File: config.mk
export PLATFORM = sky130hd
export DESIGN_NAME = stack_ptr_unit
export DESIGN_NICKNAME = d
export VERILOG_FILES = /design/src/rtl/sp_pkg.sv /design/src/rtl/sp_ptr_reg.sv /design/src/rtl/sp_floor_flag.sv /design/src/rtl/sp_seq_fsm.sv /design/src/rtl/stack_ptr_unit.sv
export SDC_FILE = /design/constraint.sdc
export NUM_CORES = 1
export LEC_CHECK = 0
export ABC_AREA = 1
export BUFFER_PORTS_ARGS = -buffer_cell sky130_fd_sc_hd__buf_2
export CORE_AREA = 2 2 113 115
export CTS_BUF_LIST = sky130_fd_sc_hd__clkbuf_8 sky130_fd_sc_hd__clkbuf_16
export CTS_CLUSTER_SIZE = 28
export DETAILED_ROUTE_END_ITERATION = 10
export DIE_AREA = 0 0 115 117
export PLACE_DENSITY = 0.52
export REMOVE_ABC_BUFFERS = 1
export SYNTH_ARGS = -nofsm -noshare
export SYNTH_HDL_FRONTEND = slang
export SYNTH_SLANG_ARGS = --single-unit
File: constraint.sdc
create_clock -name clk -period 4.8 [get_ports clk]
set_clock_uncertainty 0.15 [all_clocks]
set_input_delay 0.24 -clock clk [delete_from_list [all_inputs] [get_ports clk]]
set_output_delay 0.24 -clock clk [all_outputs]
set_load 0.1 [all_outputs]
File: src/rtl/sp_pkg.sv
package sp_pkg;

    typedef enum logic [2:0] {
        ST_IDLE,
        ST_CALL_MID,
        ST_CALL_LOW,
        ST_POP_WAIT,
        ST_RET_MID,
        ST_RET_HIGH,
        ST_RET_DONE
    } sp_state_e;

    localparam int RET_ADDR_W = 24;
    localparam int BYTE_W     = 8;

endpackage

File: src/rtl/sp_ptr_reg.sv
module sp_ptr_reg #(
    parameter bit          HAS_HIGH = 1'b1,
    parameter logic [15:0] RST_VAL  = 16'h02FF,
    localparam int         PTR_W    = HAS_HIGH ? 16 : 8
) (
    input  logic             clk,
    input  logic             rst_n,
    input  logic             wr_lo,
    input  logic             wr_hi,
    input  logic [7:0]       wdata,
    input  logic             step_up,
    input  logic             step_dn,
    output logic [PTR_W-1:0] ptr_q,
    output logic [PTR_W-1:0] ptr_d
);

    logic [PTR_W-1:0] stepped;

    always_comb begin
        stepped = ptr_q;
        if (step_up)
            stepped = ptr_q + 1'b1;
        else if (step_dn)
            stepped = ptr_q - 1'b1;
    end

    generate
        if (HAS_HIGH) begin : g_wide
            always_comb begin
                ptr_d = stepped;
                if (wr_lo || wr_hi) begin
                    ptr_d = ptr_q;
                    if (wr_lo) ptr_d[7:0]  = wdata;
                    if (wr_hi) ptr_d[15:8] = wdata;
                end
            end
        end else begin : g_narrow
            logic unused_hi;
            assign unused_hi = wr_hi;
            always_comb begin
                ptr_d = stepped;
                if (wr_lo) ptr_d = wdata;
            end
        end
    endgenerate

    always_ff @(posedge clk) begin
        if (!rst_n)
            ptr_q <= RST_VAL[PTR_W-1:0];
        else
            ptr_q <= ptr_d;
    end

endmodule

File: src/rtl/sp_floor_flag.sv
module sp_floor_flag #(
    parameter int          PTR_W = 16,
    parameter logic [15:0] FLOOR = 16'h0200
) (
    input  logic             clk,
    input  logic             rst_n,
    input  logic             sw_wr,
    input  logic [PTR_W-1:0] ptr_d,
    output logic             err_q
);

    logic [15:0] next_wide;
    assign next_wide = 16'(ptr_d);

    always_ff @(posedge clk) begin
        if (!rst_n)
            err_q <= 1'b0;
        else if (sw_wr)
            err_q <= (next_wide < FLOOR);
    end

endmodule

File: src/rtl/sp_seq_fsm.sv
module sp_seq_fsm
    import sp_pkg::*;
(
    input  logic        clk,
    input  logic        rst_n,
    input  logic        cmd_push,
    input  logic        cmd_pop,
    input  logic        cmd_call,
    input  logic        cmd_ret,
    input  logic        sw_wr,
    input  logic [7:0]  push_data,
    input  logic [23:0] ret_addr_in,
    input  logic [7:0]  mem_rdata,
    output logic        step_up,
    output logic        step_dn,
    output logic        addr_plus1,
    output logic        mem_we,
    output logic        mem_re,
    output logic [7:0]  mem_wdata,
    output logic        busy,
    output logic        pop_valid,
    output logic [7:0]  pop_data,
    output logic        ret_valid,
    output logic [23:0] ret_addr_out
);

    sp_state_e   state_q, state_d;
    logic [15:0] call_tail_q;
    logic [7:0]  ret_low_q;
    logic [7:0]  ret_mid_q;

    // state register
    always_ff @(posedge clk) begin
        if (!rst_n)
            state_q <= ST_IDLE;
        else
            state_q <= state_d;
    end

    // byte holding registers for the multi-cycle sequences
    always_ff @(posedge clk) begin
        if (!rst_n) begin
            call_tail_q <= '0;
            ret_low_q   <= '0;
            ret_mid_q   <= '0;
        end else begin
            if (state_q == ST_IDLE)     call_tail_q <= ret_addr_in[15:0];
            if (state_q == ST_RET_MID)  ret_low_q   <= mem_rdata;
            if (state_q == ST_RET_HIGH) ret_mid_q   <= mem_rdata;
        end
    end

    // next state and outputs
    always_comb begin
        state_d    = state_q;
        step_up    = 1'b0;
        step_dn    = 1'b0;
        addr_plus1 = 1'b0;
        mem_we     = 1'b0;
        mem_re     = 1'b0;
        mem_wdata  = push_data;
        busy       = 1'b1;
        pop_valid  = 1'b0;
        ret_valid  = 1'b0;
        unique case (state_q)
            ST_IDLE: begin
                busy = 1'b0;
                if (!sw_wr) begin
                    if (cmd_push) begin
                        mem_we  = 1'b1;
                        step_dn = 1'b1;
                    end else if (cmd_pop) begin
                        mem_re     = 1'b1;
                        addr_plus1 = 1'b1;
                        step_up    = 1'b1;
                        state_d    = ST_POP_WAIT;
                    end else if (cmd_call) begin
                        mem_we    = 1'b1;
                        mem_wdata = ret_addr_in[23:16];
                        step_dn   = 1'b1;
                        state_d   = ST_CALL_MID;
                    end else if (cmd_ret) begin
                        mem_re     = 1'b1;
                        addr_plus1 = 1'b1;
                        step_up    = 1'b1;
                        state_d    = ST_RET_MID;
                    end
                end
            end
            ST_CALL_MID: begin
                mem_we    = 1'b1;
                mem_wdata = call_tail_q[15:8];
                step_dn   = 1'b1;
                state_d   = ST_CALL_LOW;
            end
            ST_CALL_LOW: begin
                mem_we    = 1'b1;
                mem_wdata = call_tail_q[7:0];
                step_dn   = 1'b1;
                state_d   = ST_IDLE;
            end
            ST_POP_WAIT: begin
                pop_valid = 1'b1;
                state_d   = ST_IDLE;
            end
            ST_RET_MID: begin
                mem_re     = 1'b1;
                addr_plus1 = 1'b1;
                step_up    = 1'b1;
                state_d    = ST_RET_HIGH;
            end
            ST_RET_HIGH: begin
                mem_re     = 1'b1;
                addr_plus1 = 1'b1;
                step_up    = 1'b1;
                state_d    = ST_RET_DONE;
            end
            ST_RET_DONE: begin
                ret_valid = 1'b1;
                state_d   = ST_IDLE;
            end
            default: state_d = ST_IDLE;
        endcase
    end

    assign pop_data     = mem_rdata;
    assign ret_addr_out = {mem_rdata, ret_mid_q, ret_low_q};

endmodule

File: src/rtl/stack_ptr_unit.sv
module stack_ptr_unit #(
    parameter logic [15:0] SRAM_LAST = 16'h02FF,
    parameter logic [15:0] FLOOR     = 16'h0200,
    parameter bit          HAS_HIGH  = 1'b1
) (
    input  logic        clk,
    input  logic        rst_n,
    input  logic        sw_wr_lo,
    input  logic        sw_wr_hi,
    input  logic [7:0]  sw_wdata,
    output logic [7:0]  rd_lo,
    output logic [7:0]  rd_hi,
    output logic        floor_err,
    input  logic        cmd_push,
    input  logic        cmd_pop,
    input  logic        cmd_call,
    input  logic        cmd_ret,
    input  logic [7:0]  push_data,
    input  logic [23:0] ret_addr_in,
    output logic        busy,
    output logic        pop_valid,
    output logic [7:0]  pop_data,
    output logic        ret_valid,
    output logic [23:0] ret_addr_out,
    output logic [15:0] mem_addr,
    output logic        mem_we,
    output logic        mem_re,
    output logic [7:0]  mem_wdata,
    input  logic [7:0]  mem_rdata
);

    localparam int PTR_W = HAS_HIGH ? 16 : 8;

    logic [PTR_W-1:0] ptr_q, ptr_d, ptr_inc;
    logic             step_up, step_dn, addr_plus1;
    logic             sw_wr;
    logic             sw_wr_hi_eff;

    assign sw_wr_hi_eff = HAS_HIGH ? sw_wr_hi : 1'b0;
    assign sw_wr        = sw_wr_lo | sw_wr_hi_eff;
    assign ptr_inc      = ptr_q + 1'b1;
    assign mem_addr     = addr_plus1 ? 16'(ptr_inc) : 16'(ptr_q);

    sp_ptr_reg #(
        .HAS_HIGH (HAS_HIGH),
        .RST_VAL  (SRAM_LAST)
    ) u_ptr (
        .clk     (clk),
        .rst_n   (rst_n),
        .wr_lo   (sw_wr_lo),
        .wr_hi   (sw_wr_hi_eff),
        .wdata   (sw_wdata),
        .step_up (step_up),
        .step_dn (step_dn),
        .ptr_q   (ptr_q),
        .ptr_d   (ptr_d)
    );

    sp_floor_flag #(
        .PTR_W (PTR_W),
        .FLOOR (FLOOR)
    ) u_floor (
        .clk   (clk),
        .rst_n (rst_n),
        .sw_wr (sw_wr),
        .ptr_d (ptr_d),
        .err_q (floor_err)
    );

    sp_seq_fsm u_fsm (
        .clk          (clk),
        .rst_n        (rst_n),
        .cmd_push     (cmd_push),
        .cmd_pop      (cmd_pop),
        .cmd_call     (cmd_call),
        .cmd_ret      (cmd_ret),
        .sw_wr        (sw_wr),
        .push_data    (push_data),
        .ret_addr_in  (ret_addr_in),
        .mem_rdata    (mem_rdata),
        .step_up      (step_up),
        .step_dn      (step_dn),
        .addr_plus1   (addr_plus1),
        .mem_we       (mem_we),
        .mem_re       (mem_re),
        .mem_wdata    (mem_wdata),
        .busy         (busy),
        .pop_valid    (pop_valid),
        .pop_data     (pop_data),
        .ret_valid    (ret_valid),
        .ret_addr_out (ret_addr_out)
    );

    assign rd_lo = ptr_q[7:0];

    generate
        if (HAS_HIGH) begin : g_hi_rd
            assign rd_hi = ptr_q[PTR_W-1:8];
        end else begin : g_hi_none
            assign rd_hi = 8'h00;
        end
    endgenerate

endmodule

== After elaboration in Yosys (flattened, before gate mapping) ==
Index checks and enable logic that the tools add are counted.

* Register bits: 52
* Bits of input ports: 56
* Output and inout port bits: 78
* Word-level logic and storage cells: 55

* Add/subtract/negate cells: 2
* Order comparisons: 1
* Equality and inequality tests: 9
* Muxes and demuxes: 31
* Bitwise gates (word level): 1
* Reduce and logical (&&, ||, !) cells: 5

{| class="wikitable"
|+ Operator list
! kind !! count
|-
| 2-to-1 mux 16 bit || 4
|-
| 2-to-1 mux 8 bit || 6
|-
| one-hot mux 8 bit (3 select lines) || 1
|-
| adder 16 x 1 -> 16 bit (second input constant) || 1
|-
| < comparator 16 x 10 -> 1 bit (second input constant) || 1
|-
| subtractor 16 x 1 -> 16 bit (second input constant) || 1
|-
| 2-to-1 mux 3 bit || 5
|-
| 2-to-1 mux 1 bit || 12
|-
| one-hot mux 3 bit (4 select lines) || 1
|-
| equality test 3 bit (second input constant) || 3
|-
| equality test 3 x 2 -> 1 bit (second input constant) || 2
|-
| != test 2 bit (second input constant) || 2
|-
| != test 4 bit (second input constant) || 1
|-
| one-hot mux 1 bit (2 select lines) || 2
|-
| OR reduction 2 bit || 2
|-
| equality test 3 x 1 -> 1 bit (second input constant) || 1
|-
| zero test 3 bit || 1
|-
| AND reduction 3 bit || 1
|-
| logical OR 1 bit || 1
|-
| bitwise OR 1 bit || 1
|}

== Depth between registers and ports, before layout ==
Gate-level depths: netlist of run 1.

* Depth after elaboration: 9
* Gate-level depth with buffers: 15
* Gate-level depth less buffers: 15

== Hierarchy ==
Synthesis of run 1 repeated with hierarchy kept, for this count alone.

* Cell total of the unflattened synthesis: 625
* Area, all modules: 3853.7 µm²

{| class="wikitable"
|+ By module, submodules not included
! module !! times used !! cells each !! area an instance (µm²) !! sequential area each (µm²)
|-
| sp_seq_fsm || 1 || 281 || 1865.5 || 700.7
|-
| sp_ptr_reg || 1 || 247 || 1470.2 || 320.3
|-
| stack_ptr_unit || 1 || 85 || 455.4 || 0.0
|-
| sp_floor_flag || 1 || 12 || 62.6 || 20.0
|}

== Least setup slack after synthesis of run 1 ==
Ideal clock, no wire load.

* Path type: register to output
* Start: reg u_fsm.state_q[0]
* End: out mem_addr[10]
* Data arrival time: 3.721 ns
* Data required time: 4.410 ns
* Path slack: 0.689 ns
* Stages on the path, launching flop included: 12
* Buffers on the path: 3
* Cell sequence: dfxtp_1 > inv_2 > nand2_4 > inv_2 > nand2_2 > nand2_2 > inv_2 > nand2_4 > buf_6 > buf_2 > buf_2 > o21ai_0

* Cells in the longest elaborated chain, start to end: 4
* Elaborated cells between the ends (all ways): 6

{| class="wikitable"
|+ Ends and longest elaborated chain
! what !! line !! text
|-
| start, declared || sp_seq_fsm.sv:27 || <nowiki>sp_state_e state_q, state_d;</nowiki>
|-
| start signal, assigned || sp_seq_fsm.sv:37 || <nowiki>state_q <= state_d;</nowiki>
|-
| equality test 3 bit || n/a ||
|-
| OR reduction 2 bit (no source line) || n/a ||
|-
| one-hot mux 1 bit (2 select lines) (*) || n/a ||
|-
| named net mem_re || stack_ptr_unit.sv:27 || <nowiki>output logic mem_re,</nowiki>
|-
| 2-to-1 mux 16 bit (*) || stack_ptr_unit.sv:42 || <nowiki>assign mem_addr = addr_plus1 ? 16'(ptr_inc) : 16'(ptr_q);</nowiki>
|-
| end, declared || stack_ptr_unit.sv:25 || <nowiki>output logic [15:0] mem_addr,</nowiki>
|}

The timed path passes the listed nets; every way through them passes the cells marked *.

== Worst setup path after layout of run 1 ==
* Start: reg u_fsm.state_q[2]
* End: out mem_addr[7]

* Cells in the longest elaborated chain, start to end: 4
* Elaborated cells between the ends (all ways): 6

{| class="wikitable"
|+ Ends and longest elaborated chain
! what !! line !! text
|-
| equality test 3 bit || sp_seq_fsm.sv:65 || <nowiki>unique case (state_q)</nowiki>
|-
| OR reduction 2 bit (no source line) || n/a ||
|-
| one-hot mux 1 bit (2 select lines) (*) || sp_seq_fsm.sv:65 ||
|-
| 2-to-1 mux 16 bit (*) || stack_ptr_unit.sv:42 ||
|}

Every way passes the cells marked *; elsewhere a longest branch is shown, timed or not.

==> metrics.md, run 1 <==
| Metric | Value |
|---|---|
| Status | complete, no violations |
| Synth area leaders | dfxtp_1, nand2_1, o21ai_0 |
| Min Hold Slack | 0.0106 ns |
| Max-Cap Viols | 0 |
| Req. time, crit path | 4.41 ns |
| DRT iter0 DRCs | 174 |
| # fillers | 1423 |
| Crit path capture type | primary output |
| Hold Path Origin | ret_addr_in[12] |
| Setup ws final | 1.79 ns |
| Mapped Area | 3450 um^2 |
| Core area | 12300 um^2 |
| Ports | 134 |
| Reg2reg end | u_ptr.ptr_q[1] |
| Yosys top cell by area | dfxtp_1 |
| Met2 Usage GRT | 28.2% |
| Global-route usage over all layers | 17.1% |
| Setup WS pre-CTS | 2.08 ns |
| Critical setup path kind | register to primary output |
| # port buffers | 133 |
| R2r setup slk | 2.16 ns |
| HP Class | primary input to register |
| RSZ-0062 raised after global routing | no |
| Lkg Pwr | 1.99 nW |
| Critical path fanouts, max | 33 |
| Startpoint Class | register |
| Synth cell count leaders | nand2_1, nor2_1, o21ai_0, dfxtp_1, inv_1 |
| Footprint of the multi-input gates | 2000 um^2 |
| Deepest clock path buffer count | 2 |
| Yosys reg bits | 52 |
| Yosys top cell area share | 30.2% |
| CTS Buf Count | 5 |
| Antenna violations before repair | 1 |
| Final Hold Fails | 0 |
| FF/Latch Area | 1040 um^2 |
| DRC | 0 |
| N_diodes | 0 |
| Register area share after synthesis | 30.2% |
| Die area | 13500 um^2 |
| Min-Delay Endpoint | u_fsm.call_tail_q[12] |
| Proportion of layout cells with a drive suffix above 1 | 26.7% |
| CTS Root Cell | clkbuf_16 |
| Pins Over Slew Limit | 0 |
| Worst Tran Pin Value | 0.666 ns |
| CP max-delay cell | dfxtp_1 |
| Drt pass-1 iters | 4 |
| Mapped Cells | 539 |
| Die X | 115 um |
| FFs w/ async S/R, synth | 0% |
| Avg Inst Size Synth | 6.40 um^2 |
| Met1 usage | 22.6% |
| Final TNS setup | 0 ns |
| Max Clk Rate | 0.332 GHz |
| Starting Density | 28.0% |
| Reg2reg start | u_fsm.state_q[0] |
| WL/cell | 14.4 um |
| Crit path largest cell delay | 0.54 ns |
| Vias in the first global route | 3733 |
| Critical path arrival | 2.62 ns |
| Global route total overflow | 0 |
| Post-route design area | 4250 um^2 |
| GR peak layer | met2 |
| Clock Sinks | 52 |
| Hold path cells | 3 |
| Post-DRT Antenna Nets | 0 |
| Area growth syn-to-layout | 23.1% |
| Post-CTS Hold Fix Bufs | 0 |
| Reg2reg path depth | 13 |
| Crit path cell chain | nand3_2, nand2_2, inv_2, nand2_4, inv_2, a21oi_1, o21ai_0, o21ai_0, buf_2 |
| Cell Rows | 41 |
| CTS resizes | 0 |
| First-pass GRT wire length | 18500 um |
| Relative slew slack | 55.6% |
| Placed cell area | 4090 um^2 |
| GR Util met3 | 3.76% |
| # setup viols final | 0 |
| Level count of the clock H-tree | 2 |
| Layout Nets | 704 |
| Largest net degree at the start of global routing | 41 |
| Count leader, synth | nand2_1 |
| Period minus WS final | 3.01 ns |
| CTS tree | yes |
| Final WL | 11400 um |
| Syn. warnings | 0 |
| Post-CTS Setup Inserts | 0 |
| CTS clk-pin slew, worst paths | 0.08 ns |
| Placer Congestion | 0.947 |
| Total power | 1.72 mW |
| Synth unique cells | 40 |
| Post-synth EDFFs | 0 |
| Vias | 3932 |
| Top_reg_cell synth | dfxtp_1 |
| Die Span Y | 117 um |
| Peak VDD IR | 0.175 mV |
| DPL Wire Length | 8780 um |
| Final period util | 62.7% |
| Pwr Density | 404 nW/um^2 |
| DR vias/cell | 4.93 |
| Clock Latency Late Sink | 0.29 ns |
state kept, by name (all words and copies together), names as in the netlist:
name / count
u_floor.err_q: 1
u_fsm.call_tail_q: 16
u_fsm.ret_low_q: 8
u_ptr.ptr_q: 16
u_fsm.ret_mid_q: 8
u_fsm.state_q: 3
critical path: cells and delay by family, from the launching register on:
family,cells,cell delay [ns]
and+or+nand+nor,3,0.76
buffers and inverters,3,0.67
DFF,1,0.54
AOI/OAI and AO/OA,3,0.35
cells by family after synthesis:
group | share of synthesized area, %
buffers and inverters | 11.7
and+or+nand+nor | 34.2
xor gates and xnor gates | 1.78
DFF | 30.2
AOI/OAI and AO/OA | 21.4
adders and majority gates | 0.725
per-stage QoR:
stage / utilization (%) / std cells
2_1_floorplan: - / 506
3_3_place_gp: 33.3 / 789
3_5_place_dp: 33.3 / 789
4_1_cts: 34.5 / 797
5_1_grt: 34.5 / 797
6_report: 34.5 / 797
final cells by class:
| type | count | share of cell area (%) |
|---|---|---|
| multi-input combinational | 403 | 47.2 |
| clock buffer | 5 | 2.95 |
| inverter | 51 | 4.60 |
| clock inverter | 3 | 0.648 |
| tap | 150 | 4.42 |
| sequential | 52 | 24.5 |
| timing repair buffer | 133 | 15.7 |
cells in the final DEF, fill, tap and decap left out, drive strengths merged:
| cell | instances |
|---|---|
| buf | 133 |
| nand2 | 118 |
| nor2 | 89 |
| o21ai | 77 |
| dfxtp | 52 |
| inv | 50 |
| nand3 | 36 |
| a21oi | 27 |
| nor3 | 12 |
| o2111ai | 8 |
| xor2 | 7 |
| a22oi | 6 |
| a31oi | 5 |
| o211ai | 5 |
| clkbuf | 5 |
| nand4 | 4 |
| clkinv | 3 |
| nor4 | 2 |
| ha | 2 |
| a21o | 1 |
| o21a | 1 |
| or2 | 1 |
| a211oi | 1 |
| o221ai | 1 |
| clkinvlp | 1 |
per-layer routing:
layer	vias up	routed length [um]	part of all wire, %
li1	1999	-	-
met1	1752	5210	46
met2	161	5080	44
met3	18	917	8.0
met4	2	225	2.0
met5	-	13	0.11
where the power goes:
part           switching (mW)  leakage (nW)  internal [mW]  total (mW)
Clock                   0.172        0.0719          0.198       0.370
Sequential             0.0379         0.428          0.469       0.507
Combinational           0.695          1.49          0.144       0.839
how the worst max path moves through the flow:
stage	slack [ns]	end	from
after global placement	2.08	mem_addr[7]	sw_wr_hi
after floorplan	0.78	mem_addr[10]	u_fsm.state_q[0]
after CTS	1.77	mem_addr[7]	u_fsm.state_q[2]
after global routing	1.58	mem_addr[7]	u_fsm.state_q[2]
after detailed placement	2.08	mem_addr[7]	sw_wr_hi
final	1.79	mem_addr[7]	u_fsm.state_q[2]
Note: power is estimated with default switching activity, not from simulation.
==> run 2: changes to the inputs <==
Settings changed: ABC_AREA 1 to 0, CORE_AREA 2 2 113 115 to 2 2 112 114, DIE_AREA 0 0 115 117 to 0 0 114 116, PLACE_DENSITY 0.52 to 0.53.
Clock period 4.8 ns to 3.1 ns, I/O delays scaled along.
==> metrics.md, run 2 <==
| Metric | Value |
|---|---|
| CTS tree | yes |
| Yosys reg bits | 52 |
| Final TNS setup | 0 ns |
| Post-Place Cells | 693 |
| Deepest clock path buffer count | 2 |
| GR peak layer | met2 |
| Yosys top cell area share | 30.4% |
| Die area | 13200 um^2 |
| Final Hold Fails | 0 |
| Die Span Y | 116 um |
| Clock Sinks | 52 |
| Final period util | 93.7% |
| Crit path capture type | primary output |
| CP max-delay cell | or4_4 |
| GR Util met3 | 2.25% |
| Setup WS pre-CTS | 0.367 ns |
| Mapped Area | 3430 um^2 |
| Synth area leaders | dfxtp_1, nand2_1, a21boi_0 |
| CTS clk-pin slew, worst paths | 0.07 ns |
| Req. time, crit path | 2.79 ns |
| Vias | 3760 |
| Clock Latency Late Sink | 0.29 ns |
| DRC | 0 |
| Most common cell after layout, fill and taps aside | buf_2 |
| FF/Latch Area | 1040 um^2 |
| Top_reg_cell synth | dfxtp_1 |
| Max Clk Rate | 0.344 GHz |
| Pwr Density | 486 nW/um^2 |
| First-pass GRT wire length | 18500 um |
| DPL Wire Length | 8470 um |
| Worst Tran Pin Value | 0.930 ns |
| Post-synth EDFFs | 0 |
| Most frequent cells in the layout | buf_2, nand2_1, dfxtp_1 |
| Level count of the clock H-tree | 2 |
| Crit path max-delay family | simple AND/OR/NAND/NOR gates |
| Global route total overflow | 0 |
| Status | complete, no violations |
| Core area | 11900 um^2 |
| Startpoint Class | register |
| Peak VDD IR | 0.238 mV |
| Period minus WS final | 2.90 ns |
| HP Class | primary input to register |
| Die X | 114 um |
| Crit path largest cell delay | 0.54 ns |
| Ports | 134 |
| Final WL | 11400 um |
| WL/cell | 15.8 um |
| Antenna violations before repair | 0 |
| Post-CTS Setup Inserts | 0 |
| Critical setup path kind | register to primary output |
| Post-route design area | 4640 um^2 |
| # setup viols final | 0 |
| DR vias/cell | 5.20 |
| Pins Over Slew Limit | 0 |
| Critical path fanouts, max | 19 |
| Mapped Cells | 451 |
| Footprint of the multi-input gates | 2050 um^2 |
| Non-filler cells in the finished layout | 723 |
| Critical path arrival | 2.60 ns |
| Cell Rows | 40 |
| Vias in the first global route | 3587 |
| Setup ws final | 0.195 ns |
| Avg Inst Size Synth | 7.60 um^2 |
| DRT iter0 DRCs | 292 |
| Count leader, synth | nand2_1 |
| Yosys top cell by area | dfxtp_1 |
| RSZ-0062 raised after global routing | no |
| # port buffers | 133 |
| N_diodes | 0 |
| Starting Density | 28.8% |
| Met2 Usage GRT | 29.9% |
| Max-Cap Viols | 0 |
| Layout Nets | 633 |
| Syn. warnings | 0 |
| Lkg Pwr | 1.97 nW |
| Drt pass-1 iters | 5 |
| Synth unique cells | 69 |
| CP Buf/Inv Count | 2 |
| Crit path cell chain | or4_4, nand2_1, nand2_2, clkinv_2, and2_4, nand4_1, xnor2_1, buf_12 |
| Proportion of layout cells with a drive suffix above 1 | 29.0% |
| Post-DRT Antenna Nets | 0 |
| Placed cell area | 4260 um^2 |
| FFs w/ async S/R, synth | 0% |
| Global-route usage over all layers | 17.4% |
| Synth cell count leaders | nand2_1, dfxtp_1, nor2_1, a21boi_0, a21oi_1 |
| CTS Root Cell | clkbuf_16 |
| Relative slew slack | 37.5% |
| Largest net degree at the start of global routing | 52 |
| Placer Congestion | 0.829 |
| CTS Buf Count | 5 |
| Area growth syn-to-layout | 35.5% |
| Largest registers | u_fsm.call_tail_q x16, u_ptr.ptr_q x16 |
| Register area share after synthesis | 30.4% |
| # fillers | 1235 |
| Fin util | 39.0% |
| Met1 usage | 22.9% |
==> run 2: worst paths after layout <==
| check | slack (ns) | from | depth (start not counted) | end |
|---|---|---|---|---|
| max | 0.20 | u_fsm.state_q[0] | 8 | mem_addr[11] |
| min | 0.003 | mem_rdata[5] | 3 | u_fsm.ret_low_q[5] |
| max reg2reg | 0.46 | u_ptr.ptr_q[0] | 9 | u_floor.err_q |
| min reg2reg | 0.32 | u_fsm.ret_low_q[7] | 2 | u_fsm.ret_low_q[7] |
==> run 2: metrics by stage <==
stage	hold WS [ns]	power (mW)
after floorplan	0.0669	1.33
after global placement	0.251	1.67
after detailed placement	0.251	1.67
after CTS	0.000424	2.28
after global routing	0.0116	2.36
final	0.00344	2.25
==> run 2: cell families after synthesis <==
logic type / synth area share, %
buffers and inverters: 9.79
flip-flops: 30.4
XOR/XNOR: 5.88
adder cells (fa/ha/maj): 0.730
multiplexers: 0.877
AO/OA/AOI/OAI: 26.5
AND/OR/NAND/NOR: 25.9
==> run 2: layout make-up <==
type | count | area share, %
multi-input cells | 343 | 44.2
repair buffers | 162 | 25.2
flip-flops and latches | 52 | 22.5
well taps | 147 | 3.96
clock buffers | 6 | 2.99
inverters | 11 | 0.917
clock inverters | 2 | 0.243
==> run 2: timing repair <==
| action | CTS | global route |
|---|---|---|
| gates resized for setup | 0 | 5 |
| hold endpoints to repair | 25 | 0 |
| hold buffers | 22 | 0 |
| setup endpoints to repair | 0 | 4 |
==> run 2: worst reg2reg max path, stage by stage (launching register included) <==
cell and delay [ns]:
dfxtp_1 0.42, inv_1 0.18, ha_1 0.23, or4b_1 0.54
nor2_1 0.21, nand4_1 0.14, o21ai_0 0.14, mux2i_1 0.27
o32a_1 0.18, o21ai_1 0.06
==> run 2: report_power, final <==
group / internal [mW] / switching (mW) / total, mW / leakage [nW]
logic: 0.243 / 0.682 / 0.925 / 1.46
registers: 0.704 / 0.0555 / 0.760 / 0.427
clock network: 0.319 / 0.250 / 0.570 / 0.0743
==> run 2: per-layer routing <==
metal / wire (um) / vias up
met3: 647 / 14
met5: 0 / -
met1: 5090 / 1765
met4: 190 / 0
met2: 5490 / 149
li1: - / 1832
